===== src/rtl/mpc_rf_pkg.sv =====
package mpc_rf_pkg;

  localparam logic [1:0] SZ_BYTE = 2'd0;
  localparam logic [1:0] SZ_HALF = 2'd1;

  localparam logic [11:0] OFS_CTRL  = 12'h000;
  localparam logic [11:0] OFS_BMAX  = 12'h010;
  localparam logic [11:0] OFS_BCFG  = 12'h014;
  localparam logic [11:0] OFS_BIDX  = 12'h018;
  localparam logic [11:0] OFS_BLUT  = 12'h01C;
  localparam logic [11:0] OFS_ISTAT = 12'h020;
  localparam logic [11:0] OFS_ICLR  = 12'h024;
  localparam logic [11:0] OFS_IEN   = 12'h028;
  localparam logic [11:0] OFS_FADDR = 12'h02C;
  localparam logic [11:0] OFS_FINFO = 12'h030;
  localparam logic [11:0] OFS_ISET  = 12'h034;
  localparam logic [11:0] OFS_ID_LO = 12'hFD0;

  localparam int CTRL_SECRESP_BIT = 4;
  localparam int CTRL_AUTOINC_BIT = 8;
  localparam int CTRL_LOCK_BIT    = 31;
  localparam logic [31:0] CTRL_KEEP  = 32'h8000_0110;
  localparam logic [31:0] CTRL_RESET = 32'h0000_0100;

  // Byte-lane mask of an access; word accesses ignore the low address bits.
  function automatic logic [31:0] lane_mask(input logic [1:0] size, input logic [1:0] lo);
    logic [31:0] base;
    case (size)
      SZ_BYTE: base = 32'h0000_00FF;
      SZ_HALF: base = 32'h0000_FFFF;
      default: base = 32'hFFFF_FFFF;
    endcase
    if (size == SZ_BYTE || size == SZ_HALF) return base << {lo, 3'b000};
    return base;
  endfunction

endpackage


===== src/rtl/mpc_rf_lanes.sv =====
module mpc_rf_lanes
  import mpc_rf_pkg::*;
(
  input  logic [1:0]  size_i,
  input  logic [1:0]  lo_i,
  input  logic [31:0] wdata_i,
  input  logic [31:0] merge_base_i,
  input  logic [31:0] rd_word_i,
  output logic [31:0] wr_value_o,
  output logic [31:0] rd_value_o,
  output logic        full_word_o
);
  logic [31:0] mask;
  logic [4:0]  sh;

  assign full_word_o = !(size_i == SZ_BYTE || size_i == SZ_HALF);
  assign sh          = full_word_o ? 5'd0 : {lo_i, 3'b000};
  assign mask        = lane_mask(size_i, lo_i);
  assign wr_value_o  = (merge_base_i & ~mask) | ((wdata_i << sh) & mask);
  assign rd_value_o  = (rd_word_i & mask) >> sh;
endmodule


===== src/rtl/mpc_rf_lut.sv =====
module mpc_rf_lut #(
  parameter int unsigned WORDS = 4,
  parameter int unsigned IW    = 2
) (
  input  logic          clk,
  input  logic          rst_n,
  input  logic          idx_we_i,
  input  logic [31:0]   idx_val_i,
  input  logic          word_we_i,
  input  logic [31:0]   word_val_i,
  input  logic          advance_i,
  output logic [IW-1:0] idx_o,
  output logic [31:0]   word_o
);
  logic [IW-1:0] idx_q;
  logic [31:0]   words [WORDS];

  genvar g;
  generate
    for (g = 0; g < WORDS; g++) begin : g_word
      logic [31:0] w_q;
      always_ff @(posedge clk or negedge rst_n) begin
        if (!rst_n)                                w_q <= '0;
        else if (word_we_i && idx_q == IW'(g))     w_q <= word_val_i;
      end
      assign words[g] = w_q;
    end
  endgenerate

  always_ff @(posedge clk or negedge rst_n) begin
    if (!rst_n)         idx_q <= '0;
    else if (idx_we_i)  idx_q <= IW'(idx_val_i % WORDS);
    else if (advance_i) idx_q <= (idx_q == IW'(WORDS - 1)) ? '0 : idx_q + IW'(1);
  end

  always_comb begin
    word_o = '0;
    for (int k = 0; k < int'(WORDS); k++)
      if (idx_q == IW'(k)) word_o = words[k];
  end

  assign idx_o = idx_q;
endmodule


===== src/rtl/mpc_rf_ctrl.sv =====
module mpc_rf_ctrl
  import mpc_rf_pkg::*;
(
  input  logic        clk,
  input  logic        rst_n,
  input  logic        ctrl_we_i,
  input  logic        ien_we_i,
  input  logic [31:0] wr_val_i,
  output logic [31:0] ctrl_o,
  output logic        ien_o
);
  logic [31:0] ctrl_q;
  logic        ien_q;
  logic        frozen;

  assign frozen = ctrl_q[CTRL_LOCK_BIT];

  always_ff @(posedge clk or negedge rst_n) begin
    if (!rst_n) begin
      ctrl_q <= CTRL_RESET;
      ien_q  <= 1'b1;
    end else begin
      if (ctrl_we_i && !frozen) ctrl_q <= wr_val_i & CTRL_KEEP;
      if (ien_we_i && !frozen)  ien_q  <= wr_val_i[0];
    end
  end

  assign ctrl_o = ctrl_q;
  assign ien_o  = ien_q;
endmodule


===== src/rtl/mpc_lut_regfile.sv =====
module mpc_lut_regfile
  import mpc_rf_pkg::*;
#(
  parameter int unsigned LUT_WORDS  = 4,
  parameter int unsigned BLOCK_LOG2 = 12,
  parameter logic [95:0] ID_BYTES   = 96'hB105F00D_003BC471_00000004,
  localparam int unsigned IDX_W     = (LUT_WORDS > 1) ? $clog2(LUT_WORDS) : 1
) (
  input  logic             clk,
  input  logic             rst_n,
  input  logic             req_valid,
  input  logic             req_write,
  input  logic [11:0]      req_addr,
  input  logic [1:0]       req_size,
  input  logic [31:0]      req_wdata,
  input  logic             req_secure,
  output logic             rsp_valid,
  output logic [31:0]      rsp_rdata,
  input  logic             irq_stat_i,
  input  logic [31:0]      fault_addr_i,
  input  logic [31:0]      fault_info_i,
  output logic [31:0]      lut_word_o,
  output logic [IDX_W-1:0] lut_index_o,
  output logic             lockdown_o,
  output logic             sec_resp_o,
  output logic             irq_o,
  output logic             irq_set_o,
  output logic             irq_clr_o
);
  logic [11:0] ofs;
  logic        in_id, granted, wr_acc, rd_acc;
  logic [31:0] ctrl_q, cur_word, merge_base, rd_word, wr_value, rd_value;
  logic        ien_q, full_word, lock;
  logic [IDX_W-1:0] idx_q;
  logic [3:0]  id_sel;
  logic        lut_hit, lut_we, idx_we, ctrl_we, ien_we, advance, set_d, clr_d;
  logic        rsp_valid_q, set_q, clr_q;
  logic [31:0] rsp_rdata_q;

  assign ofs     = {req_addr[11:2], 2'b00};
  assign in_id   = req_addr >= OFS_ID_LO;
  assign granted = req_valid && (req_secure || in_id);
  assign wr_acc  = granted && req_write;
  assign rd_acc  = granted && !req_write;
  assign lock    = ctrl_q[CTRL_LOCK_BIT];
  assign id_sel  = 4'(ofs[11:2] - OFS_ID_LO[11:2]);

  always_comb begin
    case (ofs)
      OFS_CTRL: merge_base = ctrl_q;
      OFS_BIDX: merge_base = 32'(idx_q);
      OFS_BLUT: merge_base = cur_word;
      default:  merge_base = '0;
    endcase
  end

  always_comb begin
    case (ofs)
      OFS_CTRL:  rd_word = ctrl_q;
      OFS_BMAX:  rd_word = 32'(LUT_WORDS);
      OFS_BCFG:  rd_word = 32'(BLOCK_LOG2 - 5);
      OFS_BIDX:  rd_word = 32'(idx_q);
      OFS_BLUT:  rd_word = cur_word;
      OFS_ISTAT: rd_word = {31'd0, irq_stat_i};
      OFS_IEN:   rd_word = {31'd0, ien_q};
      OFS_FADDR: rd_word = fault_addr_i;
      OFS_FINFO: rd_word = fault_info_i;
      default:   rd_word = in_id ? {24'd0, ID_BYTES[id_sel*8 +: 8]} : 32'd0;
    endcase
  end

  mpc_rf_lanes u_lanes (
    .size_i       (req_size),
    .lo_i         (req_addr[1:0]),
    .wdata_i      (req_wdata),
    .merge_base_i (merge_base),
    .rd_word_i    (rd_word),
    .wr_value_o   (wr_value),
    .rd_value_o   (rd_value),
    .full_word_o  (full_word)
  );

  assign ctrl_we = wr_acc && ofs == OFS_CTRL;
  assign ien_we  = wr_acc && ofs == OFS_IEN;
  assign idx_we  = wr_acc && ofs == OFS_BIDX;
  assign lut_hit = granted && ofs == OFS_BLUT;
  assign lut_we  = lut_hit && req_write && !lock;
  assign advance = lut_hit && full_word && ctrl_q[CTRL_AUTOINC_BIT] && !(req_write && lock);
  assign set_d   = wr_acc && ofs == OFS_ISET && wr_value[0];
  assign clr_d   = wr_acc && ofs == OFS_ICLR && wr_value[0];

  mpc_rf_ctrl u_ctrl (
    .clk       (clk),
    .rst_n     (rst_n),
    .ctrl_we_i (ctrl_we),
    .ien_we_i  (ien_we),
    .wr_val_i  (wr_value),
    .ctrl_o    (ctrl_q),
    .ien_o     (ien_q)
  );

  mpc_rf_lut #(.WORDS(LUT_WORDS), .IW(IDX_W)) u_lut (
    .clk        (clk),
    .rst_n      (rst_n),
    .idx_we_i   (idx_we),
    .idx_val_i  (wr_value),
    .word_we_i  (lut_we),
    .word_val_i (wr_value),
    .advance_i  (advance),
    .idx_o      (idx_q),
    .word_o     (cur_word)
  );

  always_ff @(posedge clk or negedge rst_n) begin
    if (!rst_n) begin
      rsp_valid_q <= 1'b0;
      rsp_rdata_q <= '0;
      set_q       <= 1'b0;
      clr_q       <= 1'b0;
    end else begin
      rsp_valid_q <= req_valid;
      rsp_rdata_q <= rd_acc ? rd_value : 32'd0;
      set_q       <= set_d;
      clr_q       <= clr_d;
    end
  end

  assign rsp_valid   = rsp_valid_q;
  assign rsp_rdata   = rsp_rdata_q;
  assign lut_word_o  = cur_word;
  assign lut_index_o = idx_q;
  assign lockdown_o  = lock;
  assign sec_resp_o  = ctrl_q[CTRL_SECRESP_BIT];
  assign irq_o       = irq_stat_i && ien_q;
  assign irq_set_o   = set_q;
  assign irq_clr_o   = clr_q;
endmodule


===== config.mk =====
export PLATFORM = sky130hd
export DESIGN_NAME = mpc_lut_regfile
export DESIGN_NICKNAME = d
export VERILOG_FILES = /design/src/rtl/mpc_rf_pkg.sv /design/src/rtl/mpc_rf_lanes.sv /design/src/rtl/mpc_rf_lut.sv /design/src/rtl/mpc_rf_ctrl.sv /design/src/rtl/mpc_lut_regfile.sv
export SDC_FILE = /design/constraint.sdc
export NUM_CORES = 1
export LEC_CHECK = 0
export CAP_MARGIN = 20
export CORE_ASPECT_RATIO = 2
export CORE_MARGIN = 2
export CORE_UTILIZATION = 35
export CTS_CLUSTER_DIAMETER = 100
export DETAILED_ROUTE_END_ITERATION = 7
export GPL_ROUTABILITY_DRIVEN = 0
export PLACE_DENSITY_LB_ADDON = 0.3
export SLEW_MARGIN = 20
export SYNTH_ARGS = -nofsm -noshare
export SYNTH_HDL_FRONTEND = slang
export SYNTH_SLANG_ARGS = --single-unit

===== constraint.sdc =====
create_clock -name clk -period 7.2 [get_ports clk]
set_input_delay 1.08 -clock clk [delete_from_list [all_inputs] [get_ports clk]]
set_output_delay 1.08 -clock clk [all_outputs]
set_load 0.005 [all_outputs]

==> results.toml <==
[run_status]
status = "finished, final reports clean"

[worst_setup_path]
critPathKind = "register to output port"
worst-r2r-cell-count = 8
path_depth = 6
r2r-start = "u_lut.idx_o[0]$_DFFE_PN0P_"
crit_start = "u_lut.idx_o[0]$_DFFE_PN0P_"
path_cells = "ha_1 -> nand2b_1 -> buf_4 -> o22ai_1 -> a31oi_1 -> clkdlybuf4s50_1"
reg2reg_to = "rsp_rdata[15]$_DFF_PN0_"
crit_fanout = 27
required_ns = 6.12
endpoint = "lut_word_o[7]"
cpMaxStageDelayCell = "a31oi_1"
rrSetupSlack_ns = 3.55
path_delay_family = "buffers and inverters"
worst_setup_path_start_kind = "register"
critPathBufInv = 2
critPathCaptureType = "output port"
slowest_delay_ns = 0.68
worstPathArrival_ns = 3.61

[logic_synthesis]
async_reset_ff_share_pct = 100
yosysWarnings = 0
synth_area_leaders = "dfrtp_1 43%, nand2_1 8.9%, o21ai_1 6.1%"
ys_ff_latch = 169
synth.largest_area_cell = "dfrtp_1"
syn-cell-area_mm2 = 0.00971
ys_seq_area_share_pct = 43.6
synth_cells = 1152
syn_area_per_cell_um2 = 8.43
synth_edf_count = 0
synth_top_area_share_pct = 43.0
yosys_most_used_dff = "dfrtp_1"
synthesis.nets = 1277
yosysUniqueCellTypes = 76

[timing]
rsz0062_at_grt = "no"
fin_worst_skew_ns = 0.00902
hold_viol_final = 0
final-setup-viol-count = 0
fin_ws_ns = 2.51
slew_viol_final = 0
clock.fmax_ghz = 0.213
worst-slew-pin-transition_ns = 1.08
relSlewSlack_pct = 27.2
tns_ns = 0
finalCriticalPeriod_ns = 4.69
fin_crit_sh_pct = 65.2

[pwr]
p_total_mw = 2.16
powerDensity_mw_per_mm2 = 175
power_leakage_nw = 5.00
peakVddDrop_mv = 0.184

[global_routing]
grt_max_degree = 65
overflow = 0
grt_pass1_wl_mm = 58.5
grt_pass1_vias = 9485
antenna_found_initial = 0
grt_use_total_pct = 27.5

[clock_network]
cts_htree_levels = 4
insertion_delay_ns = 0.45
numClockSinks = 169
numCtsBuffers = 17
clockBufferDepth = 2
post-cts-setup-buffers = 0
holdBufCountCts = 0
cts_tree = "built"
ctsResizeCount = 0
clk_transition_reported_paths_ns = 0.06
root_buffer = "clkbuf_16"

[floorplan]
start_util_pct = 35.4
dieArea_mm2 = 0.0292
core-area_mm2 = 0.0274
die_x_um = 122
ioPinCount = 188
rows = 86
die_h_um = 240

[final_layout]
area_delta_synth_final_pct = 27.6
antennaDiodeCount = 0
layout_common_cells = "230 x nand2_1, 185 x clkdlybuf4s50_1, 167 x dfrtp_1, 118 x o21ai_1, 74 x a21oi_1"
fin_util_pct = 45.2
layout.nets = 1410
drive_gt1_share_pct = 6.94
layout_commonest_cell = "nand2_1"

[detailed_routing]
drt-total-wl_mm = 39.7
ant_nets = 0
drcViolationCount = 0
wire_per_inst_um = 24.1
drt-vias-per-instance = 5.85
vias = 9651
drt_iter0_drc = 984
drt_pre_antenna_iters = 7

[placement]
hpwl_mm = 28.8
pre_cts_slack_ns = 2.23
numPortBuffers = 187

[min_path]
hold_path_class = "register to register"

[job]
cap_violations = 0
[power breakdown]
group | internal [mW] | switching (mW) | total, mW
registers | 0.951 | 0.000787 | 0.952
clock network | 0.547 | 0.392 | 0.939
logic | 0.107 | 0.165 | 0.272
[final cells by class]
cell class                 count  area (um^2)
clock buffer                  22          484
clock inverter                 9          116
fill                        2667        15000
inverter                      22         82.6
multi-input combinational    865         4990
sequential                   169         4230
tap                          352          440
timing repair buffer         210         2050
[layer usage]
layer | track usage [%] | wire length (um) | vias to the layer above
met5 | 0 | 0 | -
met4 | 23.4 | 3870 | 0
met3 | 7.67 | 3140 | 177
met2 | 45.8 | 19300 | 505
met1 | 27.9 | 13400 | 4531
li1 | - | - | 4438
[tightest hold or removal path, delay by kind of cell, from the launching register on]
kind | cells | cell delay (ns)
flip-flops | 1 | 0.34
AO/OA/AOI/OAI | 1 | 0.06
AND/OR/NAND/NOR | 1 | 0.05
[Yosys cell counts (all sizes together) (6+ instances only)]
library cell and n:
mux2i 18, nand3b 18, nand2b 10, a21o 10, and3 14, o211ai 10
nor3 24, clkbuf 47, o22a 8, nand3 30, nor2 39, a22oi 13
o22ai 23, and2 7, nor2b 13, a22o 6, o21ai 174, nand4 6
dfrtp 167, a211oi 12, nand2 230, inv 22, ha 9, a31oi 28
o221ai 6, a311oi 10, a21oi 74, buf 49, o21a 7
[logic make-up (layout without fill, tap and decap cells)]
group                      after synthesis  after routing  share of synthesized area, %
buffers and inverters                  118            263                          5.30
and+or+nand+nor                        416            416                          21.2
AOI/OAI and AO/OA                      420            420                          26.7
muxes                                   19             19                          1.97
DFF                                    169            169                          43.6
adders and majority gates                9              9                          1.16
xor gates and xnor gates                 1              1                        0.0902
[state kept, by name, summed over array words and instances (netlist names)]
signal / flops
u_lut.g_word.w_q: 128
rsp_rdata: 32
u_ctrl.ctrl_o: 3
u_lut.idx_o: 2
irq_clr_o: 1
irq_set_o: 1
rsp_valid: 1
u_ctrl.ien_o: 1
[stage by stage]
step	instances	instance area, um^2	hold WS (ns)
after floorplan	1152	9710	0.442
after global placement	1615	11700	0.454
after detailed placement	1615	11700	0.467
after CTS	1646	12300	0.478
after global routing	1649	12400	0.509
final	1649	12400	0.478
[worst min-delay path by stage]
stage                                                    from                                  end  cells after the start
final                      u_lut.g_word[0].w_q[0]$_DFFE_PN0P_   u_lut.g_word[0].w_q[0]$_DFFE_PN0P_                      2
after floorplan           u_lut.g_word[0].w_q[31]$_DFFE_PN0P_  u_lut.g_word[0].w_q[31]$_DFFE_PN0P_                      2
after detailed placement  u_lut.g_word[0].w_q[31]$_DFFE_PN0P_  u_lut.g_word[0].w_q[31]$_DFFE_PN0P_                      2
after global placement    u_lut.g_word[0].w_q[31]$_DFFE_PN0P_  u_lut.g_word[0].w_q[31]$_DFFE_PN0P_                      2
after global routing      u_lut.g_word[1].w_q[21]$_DFFE_PN0P_  u_lut.g_word[1].w_q[21]$_DFFE_PN0P_                      2
after CTS                        u_ctrl.ctrl_o[8]$_DFFE_PN1P_         u_ctrl.ctrl_o[8]$_DFFE_PN1P_                      2
Power figures use the tool's default switching activity.
